===== src/rtl/flash_cmd_pkg.sv =====
package flash_cmd_pkg;
  localparam int CMP_AW = 15;
  localparam int CODE_W = 8;

  localparam logic [CMP_AW-1:0] ADR_KEY_A = 15'h5555;
  localparam logic [CMP_AW-1:0] ADR_KEY_B = 15'h2AAA;

  localparam logic [CODE_W-1:0] CODE_KEY_A = 8'hAA;
  localparam logic [CODE_W-1:0] CODE_KEY_B = 8'h55;
  localparam logic [CODE_W-1:0] CODE_PROG  = 8'hA0;
  localparam logic [CODE_W-1:0] CODE_ERSET = 8'h80;
  localparam logic [CODE_W-1:0] CODE_SECT  = 8'h30;
  localparam logic [CODE_W-1:0] CODE_BLK   = 8'h50;
  localparam logic [CODE_W-1:0] CODE_CHIP  = 8'h10;

  typedef enum logic [2:0] {
    SQ_IDLE, SQ_KEY1, SQ_KEY2, SQ_PGM, SQ_ER1, SQ_ER2, SQ_ER3
  } seq_t;

  typedef enum logic [1:0] {OP_PROG, OP_SECT, OP_BLK, OP_CHIP} op_t;
endpackage


===== src/rtl/flash_bus_edge.sv =====
module flash_bus_edge #(
  parameter int AW = 20
) (
  input  logic          clk,
  input  logic          rst_n,
  input  logic          ce_n,
  input  logic          we_n,
  input  logic [AW-1:0] addr,
  output logic          wr_evt_o,
  output logic [AW-1:0] wr_addr_o
);
  logic strb, strb_q, strb_rise;
  logic [AW-1:0] addr_q;

  assign strb      = ~ce_n & ~we_n;
  assign strb_rise = strb & ~strb_q;
  assign wr_evt_o  = ~strb & strb_q;
  assign wr_addr_o = addr_q;

  always_ff @(posedge clk or negedge rst_n) begin
    if (!rst_n) begin
      strb_q <= 1'b0;
    end else begin
      strb_q <= strb;
    end
  end

  // address taken when the strobe begins
  always_ff @(posedge clk or negedge rst_n) begin
    if (!rst_n) begin
      addr_q <= '0;
    end else if (strb_rise) begin
      addr_q <= addr;
    end
  end
endmodule


===== src/rtl/flash_seq_fsm.sv =====
module flash_seq_fsm
  import flash_cmd_pkg::*;
(
  input  logic              clk,
  input  logic              rst_n,
  input  logic              wr_evt_i,
  input  logic [CMP_AW-1:0] cmd_addr_i,
  input  logic [CODE_W-1:0] cmd_code_i,
  input  logic              busy_i,
  output logic              start_o,
  output op_t               op_o
);
  seq_t state, state_nxt;
  logic at_a, at_b;

  assign at_a = (cmd_addr_i == ADR_KEY_A);
  assign at_b = (cmd_addr_i == ADR_KEY_B);

  always_comb begin
    state_nxt = state;
    start_o   = 1'b0;
    op_o      = OP_PROG;
    if (wr_evt_i && !busy_i) begin
      state_nxt = SQ_IDLE;
      case (state)
        SQ_IDLE: if (at_a && cmd_code_i == CODE_KEY_A) state_nxt = SQ_KEY1;
        SQ_KEY1: if (at_b && cmd_code_i == CODE_KEY_B) state_nxt = SQ_KEY2;
        SQ_KEY2: begin
          if (at_a && cmd_code_i == CODE_PROG)       state_nxt = SQ_PGM;
          else if (at_a && cmd_code_i == CODE_ERSET) state_nxt = SQ_ER1;
        end
        SQ_PGM: begin
          start_o = 1'b1;
          op_o    = OP_PROG;
        end
        SQ_ER1: if (at_a && cmd_code_i == CODE_KEY_A) state_nxt = SQ_ER2;
        SQ_ER2: if (at_b && cmd_code_i == CODE_KEY_B) state_nxt = SQ_ER3;
        SQ_ER3: begin
          if (cmd_code_i == CODE_SECT) begin
            start_o = 1'b1;
            op_o    = OP_SECT;
          end else if (cmd_code_i == CODE_BLK) begin
            start_o = 1'b1;
            op_o    = OP_BLK;
          end else if (at_a && cmd_code_i == CODE_CHIP) begin
            start_o = 1'b1;
            op_o    = OP_CHIP;
          end
        end
        default: state_nxt = SQ_IDLE;
      endcase
    end
  end

  always_ff @(posedge clk or negedge rst_n) begin
    if (!rst_n) state <= SQ_IDLE;
    else        state <= state_nxt;
  end

  // the timer's busy flag must block any new start
  assert_no_start_busy_R8: assert property (@(posedge clk) disable iff (!rst_n)
    busy_i |-> !start_o);
endmodule


===== src/rtl/flash_busy_timer.sv =====
module flash_busy_timer #(
  parameter int PROG_CYCLES  = 20,
  parameter int ERASE_CYCLES = 60
) (
  input  logic clk,
  input  logic rst_n,
  input  logic start_i,
  input  logic erase_i,
  output logic busy_o,
  output logic done_o
);
  localparam int MAXC = (PROG_CYCLES > ERASE_CYCLES) ? PROG_CYCLES : ERASE_CYCLES;
  localparam int CW   = $clog2(MAXC + 1);

  logic [CW-1:0] cnt, cnt_nxt;
  logic          cnt_en;

  assign busy_o = (cnt != '0);
  assign done_o = (cnt == CW'(1));
  assign cnt_en = start_i | busy_o;

  always_comb begin
    if (start_i) cnt_nxt = erase_i ? CW'(ERASE_CYCLES) : CW'(PROG_CYCLES);
    else         cnt_nxt = cnt - CW'(1);
  end

  always_ff @(posedge clk or negedge rst_n) begin
    if (!rst_n)      cnt <= '0;
    else if (cnt_en) cnt <= cnt_nxt;
  end

  assert_busy_after_start_R10: assert property (@(posedge clk) disable iff (!rst_n)
    start_i |=> busy_o);
  assert_busy_ends_on_done_R10: assert property (@(posedge clk) disable iff (!rst_n)
    $fell(busy_o) |-> $past(done_o));
endmodule


===== src/rtl/flash_word_array.sv =====
module flash_word_array
  import flash_cmd_pkg::*;
#(
  parameter int AW      = 20,
  parameter int DW      = 16,
  parameter int FIELD_W = 2,
  parameter int SEC_LSB = 11,
  parameter int BLK_LSB = 15
) (
  input  logic          clk,
  input  logic          rst_n,
  input  logic          start_i,
  input  op_t           op_i,
  input  logic [AW-1:0] op_addr_i,
  input  logic [DW-1:0] op_data_i,
  input  logic          done_i,
  input  logic          busy_i,
  input  logic          ce_n,
  input  logic          oe_n,
  input  logic [AW-1:0] addr,
  output logic [DW-1:0] dout
);
  localparam int IDX_W = 3 * FIELD_W;
  localparam int DEPTH = 1 << IDX_W;

  function automatic logic [AW-1:0] win_mask();
    logic [AW-1:0] m;
    m = '0;
    for (int k = 0; k < FIELD_W; k++) begin
      m[k]           = 1'b1;
      m[SEC_LSB + k] = 1'b1;
      m[BLK_LSB + k] = 1'b1;
    end
    return m;
  endfunction

  localparam logic [AW-1:0] WMASK = win_mask();

  function automatic logic [IDX_W-1:0] idx_of(logic [AW-1:0] a);
    return {a[BLK_LSB +: FIELD_W], a[SEC_LSB +: FIELD_W], a[0 +: FIELD_W]};
  endfunction

  logic [DW-1:0] mem [DEPTH];
  logic [DW-1:0] mem_nxt [DEPTH];
  logic [DEPTH-1:0] clr_hit;

  op_t           p_op;
  logic [AW-1:0] p_addr;
  logic [DW-1:0] p_data;
  logic          p_in_win;
  logic [IDX_W-1:0] p_idx;

  logic          rd, rd_q, tog, tog_en;
  logic [DW-1:0] status, dout_nxt;

  always_ff @(posedge clk or negedge rst_n) begin
    if (!rst_n) begin
      p_op   <= OP_PROG;
      p_addr <= '0;
      p_data <= '0;
    end else if (start_i) begin
      p_op   <= op_i;
      p_addr <= op_addr_i;
      p_data <= op_data_i;
    end
  end

  assign p_in_win = ((p_addr & ~WMASK) == '0);
  assign p_idx    = idx_of(p_addr);

  for (genvar g = 0; g < DEPTH; g++) begin : g_ent
    localparam int HI  = (g >> (2 * FIELD_W)) & ((1 << FIELD_W) - 1);
    localparam int MID = (g >> FIELD_W) & ((1 << FIELD_W) - 1);
    localparam int LO  = g & ((1 << FIELD_W) - 1);
    localparam logic [AW-1:0] EA = (AW'(HI) << BLK_LSB) | (AW'(MID) << SEC_LSB) | AW'(LO);
    assign clr_hit[g] = (p_op == OP_CHIP)
      | ((p_op == OP_SECT) && (EA[AW-1:SEC_LSB] == p_addr[AW-1:SEC_LSB]))
      | ((p_op == OP_BLK)  && (EA[AW-1:BLK_LSB] == p_addr[AW-1:BLK_LSB]));
  end

  always_comb begin
    for (int i = 0; i < DEPTH; i++) begin
      if (clr_hit[i])
        mem_nxt[i] = '1;
      else if (p_op == OP_PROG && p_in_win && p_idx == IDX_W'(i))
        mem_nxt[i] = mem[i] & p_data;
      else
        mem_nxt[i] = mem[i];
    end
  end

  always_ff @(posedge clk or negedge rst_n) begin
    if (!rst_n) begin
      for (int i = 0; i < DEPTH; i++) mem[i] <= '1;
    end else if (done_i) begin
      for (int i = 0; i < DEPTH; i++) mem[i] <= mem_nxt[i];
    end
  end

  // read path with status word during an operation
  assign rd     = ~ce_n & ~oe_n;
  assign tog_en = rd_q & ~rd & busy_i;

  always_comb begin
    status    = '0;
    status[7] = (p_op == OP_PROG) ? ~p_data[7] : 1'b0;
    status[6] = tog;
    if (!rd)                             dout_nxt = '0;
    else if (busy_i)                     dout_nxt = status;
    else if ((addr & ~WMASK) == '0)      dout_nxt = mem[idx_of(addr)];
    else                                 dout_nxt = '1;
  end

  always_ff @(posedge clk or negedge rst_n) begin
    if (!rst_n) begin
      rd_q <= 1'b0;
      dout <= '0;
    end else begin
      rd_q <= rd;
      dout <= dout_nxt;
    end
  end

  always_ff @(posedge clk or negedge rst_n) begin
    if (!rst_n)      tog <= 1'b0;
    else if (tog_en) tog <= ~tog;
  end

  assert_chip_fill_R6: assert property (@(posedge clk) disable iff (!rst_n)
    (done_i && p_op == OP_CHIP) |=> (mem[0] == {DW{1'b1}} && mem[DEPTH-1] == {DW{1'b1}}));
endmodule


===== src/rtl/flash_cmd_decoder.sv =====
module flash_cmd_decoder
  import flash_cmd_pkg::*;
#(
  parameter int AW           = 20,
  parameter int DW           = 16,
  parameter int FIELD_W      = 2,
  parameter int SEC_LSB      = 11,
  parameter int BLK_LSB      = 15,
  parameter int PROG_CYCLES  = 20,
  parameter int ERASE_CYCLES = 60
) (
  input  logic          clk,
  input  logic          rst_n,
  input  logic          ce_n,
  input  logic          we_n,
  input  logic          oe_n,
  input  logic [AW-1:0] addr,
  input  logic [DW-1:0] din,
  output logic [DW-1:0] dout,
  output logic          busy
);
  logic rst_q1, rst_q2;
  logic wr_evt, start, done;
  logic [AW-1:0] wr_addr;
  op_t op;

  always_ff @(posedge clk or negedge rst_n) begin
    if (!rst_n) begin
      rst_q1 <= 1'b0;
      rst_q2 <= 1'b0;
    end else begin
      rst_q1 <= 1'b1;
      rst_q2 <= rst_q1;
    end
  end

  flash_bus_edge #(.AW(AW)) u_edge (
    .clk(clk), .rst_n(rst_q2), .ce_n(ce_n), .we_n(we_n), .addr(addr),
    .wr_evt_o(wr_evt), .wr_addr_o(wr_addr)
  );

  flash_seq_fsm u_fsm (
    .clk(clk), .rst_n(rst_q2), .wr_evt_i(wr_evt),
    .cmd_addr_i(wr_addr[CMP_AW-1:0]), .cmd_code_i(din[CODE_W-1:0]),
    .busy_i(busy), .start_o(start), .op_o(op)
  );

  flash_busy_timer #(.PROG_CYCLES(PROG_CYCLES), .ERASE_CYCLES(ERASE_CYCLES)) u_timer (
    .clk(clk), .rst_n(rst_q2), .start_i(start), .erase_i(op != OP_PROG),
    .busy_o(busy), .done_o(done)
  );

  flash_word_array #(
    .AW(AW), .DW(DW), .FIELD_W(FIELD_W), .SEC_LSB(SEC_LSB), .BLK_LSB(BLK_LSB)
  ) u_array (
    .clk(clk), .rst_n(rst_q2), .start_i(start), .op_i(op), .op_addr_i(wr_addr),
    .op_data_i(din), .done_i(done), .busy_i(busy), .ce_n(ce_n), .oe_n(oe_n),
    .addr(addr), .dout(dout)
  );
endmodule


===== config.mk =====
export PLATFORM = sky130hd
export DESIGN_NAME = flash_cmd_decoder
export DESIGN_NICKNAME = d
export VERILOG_FILES = /design/src/rtl/flash_cmd_pkg.sv /design/src/rtl/flash_bus_edge.sv /design/src/rtl/flash_seq_fsm.sv /design/src/rtl/flash_busy_timer.sv /design/src/rtl/flash_word_array.sv /design/src/rtl/flash_cmd_decoder.sv
export SDC_FILE = /design/constraint.sdc
export NUM_CORES = 2
export LEC_CHECK = 0
export BUFFER_PORTS_ARGS = -buffer_cell sky130_fd_sc_hd__clkbuf_2
export CAP_MARGIN = 5
export CORE_ASPECT_RATIO = 0.9
export CORE_MARGIN = 4
export CORE_UTILIZATION = 57
export DETAILED_ROUTE_END_ITERATION = 12
export PLACE_DENSITY = 0.79
export SLEW_MARGIN = 20
export SYNTH_ARGS = -nofsm -noshare
export SYNTH_HDL_FRONTEND = slang
export SYNTH_SLANG_ARGS = --single-unit

===== constraint.sdc =====
create_clock -name clk -period 31.8 [get_ports clk]
set_input_delay 3.18 -clock clk [delete_from_list [all_inputs] [get_ports clk]]
set_output_delay 3.18 -clock clk [all_outputs]
set_load 0.1 [all_outputs]

==> results.rst <==
.. list-table::
   :header-rows: 1

   * - Metric
     - Value
   * - Core Box Area
     - 0.0861 sq mm
   * - Count of H-tree levels built during CTS
     - 3
   * - Final clock skew
     - 0.0286 ns
   * - Initial antenna violation count
     - 3
   * - Net count of the mapped netlist
     - 4,527
   * - Count of endpoints failing setup in the final report
     - 0
   * - Count of hold-fix buffers inserted at cts
     - 0
   * - Clock input transition at the sequential cells of the worst setup and hold paths
     - 0.07 ns
   * - Netlist cell types
     - 66
   * - Launch point of the worst path
     - addr[11]
   * - # clock sinks
     - 1,112
   * - Most common cell in the synthesized netlist
     - sky130_fd_sc_hd__nand2_1
   * - Wire length of the first global-routing pass
     - 228,000 microns
   * - Detail-routed via count per cell
     - 6.75
   * - Multi-input gate area in the final layout
     - 0.0190 sq mm
   * - Largest cells by area after synthesis
     - sky130_fd_sc_hd__dfstp_2, sky130_fd_sc_hd__o21ai_0, sky130_fd_sc_hd__mux4_2
   * - Startpoint Class
     - input port
   * - Number of rows in the core area
     - 102
   * - Number of routed nets with antenna violations
     - 0
   * - Buffers on Ports
     - 57
   * - Kind of critical path
     - input port to flop
   * - Total I/O pin count
     - 58
   * - Clock buffers created by TritonCTS
     - 108
   * - Initial DRT Pass Iterations
     - 8
   * - Clock Path Buffers
     - 3
   * - Routed len/inst
     - 26.6 microns
   * - RR Endpoint
     - u_array.mem[892]$_DFFE_PN1P_
   * - Number of DRC markers after the initial detailed-route iteration
     - 4,833
   * - Dpl cell area
     - 0.0505 sq mm
   * - Static Leakage
     - 25.8 nW
   * - Gate count of the mapped netlist
     - 4,484
   * - Post-CTS setup buffers
     - 0
   * - Crit path to
     - u_array.dout[6]$_DFF_PN0_
   * - GP Congestion
     - 0.954
   * - Cell type with the highest aggregate area in the netlist
     - sky130_fd_sc_hd__dfstp_2
   * - All-layer global routing usage
     - 32.0%
   * - Max Fclk
     - 0.156 GHz
   * - Maxcap violations
     - 0
   * - Remaining global-route overflow
     - 0
   * - Cell Pwr Density
     - 53.7 mW/mm^2
   * - Post-layout instance count excluding filler cells
     - 5,559
   * - Post-synthesis sequential area ratio
     - 58.8%
   * - Worst skew pair latency
     - 0.70 ns
   * - Worst r2r src
     - u_array.p_addr[3]$_DFFE_PN0P_
   * - # nets final
     - 4,367
   * - Post-Synthesis Mean Instance Area
     - 11.0 sq um
   * - Headroom to the max-slew limit
     - 18.7%
   * - Status
     - finished, final reports clean
   * - Number of hold violations in the final report
     - 0
   * - Worst Reg-to-Reg Cells
     - 6
   * - Crit end category
     - flop
   * - Placed instance count
     - 5,358
   * - Root buf cell
     - sky130_fd_sc_hd__clkbuf_16
   * - Worst EP arrival
     - 7.02 ns
   * - Die ar.
     - 0.0917 sq mm
   * - Final sum of negative setup slack
     - 0 ns
   * - Share of cells above drive strength 1
     - 37.2%
   * - Layout filler cell count
     - 6,178
   * - Largest net degree at the start of global routing
     - 183
   * - Number of pins with negative max-slew slack in the final report
     - 0
   * - Post-synthesis cell area
     - 0.0495 sq mm
   * - Unrepaired setup endpoints after global routing
     - false
   * - Register-to-register path setup slack
     - 27.32 ns
   * - Peak supply drop
     - 43.0 uV
   * - Worst hold path type
     - flop to flop
   * - Slew @ Worst Pin
     - 1.22 ns
   * - Height of the die
     - 288 microns
   * - Clock tree from TritonCTS
     - yes
   * - Number of enable flip-flop cells after synthesis
     - 0
   * - Final design instance area without fill
     - 0.0544 sq mm
   * - Via count
     - 37.5k
   * - Dominant synthesized flop cell
     - sky130_fd_sc_hd__dfstp_2
   * - Fraction of post-synthesis cell area in the top cell type by area
     - 54.3%
   * - Final WL
     - 148,000 microns
   * - Effective utilization at floorplan
     - 57.5%
   * - Width of the die
     - 319 microns
   * - Area Growth Syn to Fin
     - 9.74%
   * - Footprint of the flip-flops and latches
     - 0.0291 sq mm
   * - Number of warnings issued by yosys
     - 0
   * - Share of flip-flops with an asynchronous set or reset after synthesis
     - 100%
   * - Most common library cells after synthesis
     - sky130_fd_sc_hd__nand2_1, sky130_fd_sc_hd__o21ai_0, sky130_fd_sc_hd__dfstp_2
   * - DRC
     - 0
   * - Period utilization
     - 20.2%
   * - Vias in the first global route
     - 37.5k
   * - Number of cells upsized or downsized after cts
     - 0
   * - Post-route minimum period
     - 6.41 ns
   * - Critical path data required time
     - 32.41 ns
   * - Detailed placer's ending HPWL
     - 83,300 microns
   * - Synthesized flop and latch total
     - 1,112
   * - Maximum fanout along the worst path
     - 63
==> metrics by stage <==
stage | power [mW] | util [%] | setup WS [ns] | hold WS [ns]
floorplan | 1.52 | - | 0.298 | 0.331
global placement | 1.56 | 58.6 | 25.01 | 0.332
detailed placement | 1.56 | 58.6 | 24.96 | 0.343
CTS | 2.93 | 63.1 | 25.63 | 0.358
global route | 2.99 | 63.1 | 25.37 | 0.374
finish | 2.92 | 63.1 | 25.39 | 0.357
==> metal layers <==
layer | vias to the layer above | share of wire [%] | GRT usage (%)
li1 | 15400 | - | -
met1 | 19100 | 38 | 43.7
met2 | 2614 | 44 | 47.3
met3 | 472 | 13 | 10.0
met4 | 4 | 5.1 | 14.9
met5 | - | 0.023 | 0
==> registers in the layout, summed over array words and instances, names as in the netlist <==
signal / flops
rst_q1: 1
rst_q2: 1
u_array.dout: 16
u_array.mem: 1024
u_array.p_addr: 20
u_array.p_data: 16
u_array.p_op: 2
u_array.rd_q: 1
u_array.tog: 1
u_edge.strb_q: 1
u_edge.wr_addr_o: 20
u_fsm.state: 3
u_timer.cnt: 6
==> placed cells by master (no fill, tap or decap), types with 7 or more instances in the layout <==
cell type and count:
sky130_fd_sc_hd__nand2_1 1108, sky130_fd_sc_hd__o21ai_0 1034, sky130_fd_sc_hd__dfstp_2 1024, sky130_fd_sc_hd__mux4_2 191, sky130_fd_sc_hd__mux2i_1 150, sky130_fd_sc_hd__clkbuf_16 111, sky130_fd_sc_hd__a22oi_1 75, sky130_fd_sc_hd__dfrtp_1 71
sky130_fd_sc_hd__buf_4 60, sky130_fd_sc_hd__clkbuf_2 54, sky130_fd_sc_hd__nor2_1 45, sky130_fd_sc_hd__mux2_2 36, sky130_fd_sc_hd__mux2_4 35, sky130_fd_sc_hd__o22ai_1 28, sky130_fd_sc_hd__nand3_1 24, sky130_fd_sc_hd__nand4_1 23
sky130_fd_sc_hd__clkbuf_8 23, sky130_fd_sc_hd__nor4_1 22, sky130_fd_sc_hd__a21oi_1 21, sky130_fd_sc_hd__clkinv_2 21, sky130_fd_sc_hd__clkbuf_1 17, sky130_fd_sc_hd__nor3_1 16, sky130_fd_sc_hd__o21ai_4 16, sky130_fd_sc_hd__a41oi_1 15
sky130_fd_sc_hd__o211ai_1 15, sky130_fd_sc_hd__dfrtp_2 15, sky130_fd_sc_hd__o31a_1 14, sky130_fd_sc_hd__bufinv_16 14, sky130_fd_sc_hd__a221oi_1 13, sky130_fd_sc_hd__nor2b_1 10, sky130_fd_sc_hd__inv_1 7, sky130_fd_sc_hd__nand2b_1 7
==> final cells by class <==
class | instances | share of cell area [%]
antenna | 1 | 0.00460
clock buffer | 150 | 5.78
clock inverter | 50 | 1.31
inverter | 8 | 0.0552
multi-input combinational | 2970 | 35.0
sequential | 1112 | 53.6
tap | 1144 | 2.63
timing repair buffer | 124 | 1.61
==> cell families (layout without fill, tap and decap cells) <==
kind of cell             Yosys count  in the layout  synth area share, %
flip-flops                      1112           1112                 58.8
other                              1              2              0.00757
multiplexers                     412            412                 13.6
XOR/XNOR                           4              4               0.0707
AND/OR/NAND/NOR                 1299           1299                 10.6
AO/OA/AOI/OAI                   1252           1252                 13.6
adder cells (fa/ha/maj)            2              2               0.0505
buffers and inverters            402            332                 3.26
==> how the worst min path moves through the flow <==
stage | start | depth (start not counted) | to | slack, ns
after global placement | rst_q1$_DFF_PN0_ | 0 | rst_q2$_DFF_PN0_ | 0.33
after detailed placement | rst_q1$_DFF_PN0_ | 0 | rst_q2$_DFF_PN0_ | 0.34
after CTS | rst_q1$_DFF_PN0_ | 0 | rst_q2$_DFF_PN0_ | 0.36
after floorplan | rst_q1$_DFF_PN0_ | 0 | rst_q2$_DFF_PN0_ | 0.33
final | rst_q1$_DFF_PN0_ | 0 | rst_q2$_DFF_PN0_ | 0.36
after global routing | rst_q1$_DFF_PN0_ | 0 | rst_q2$_DFF_PN0_ | 0.37
==> report_power, final <==
group	internal (mW)	total (mW)	switching [mW]
registers	1.43	1.43	0.00730
logic	0.0304	0.104	0.0738
clock network	0.808	1.38	0.572
total	2.27	2.92	0.653
==> critical path, cell delays in order <==
cell	delay (ns)
sky130_fd_sc_hd__clkbuf_8	0.51
sky130_fd_sc_hd__buf_4	0.91
sky130_fd_sc_hd__buf_4	0.77
sky130_fd_sc_hd__mux4_2	0.35
sky130_fd_sc_hd__mux2i_1	0.10
sky130_fd_sc_hd__a2111oi_0	0.86
sky130_fd_sc_hd__nor4_1	0.12
sky130_fd_sc_hd__nor3_1	0.17
(Power assumes the default switching activity.)
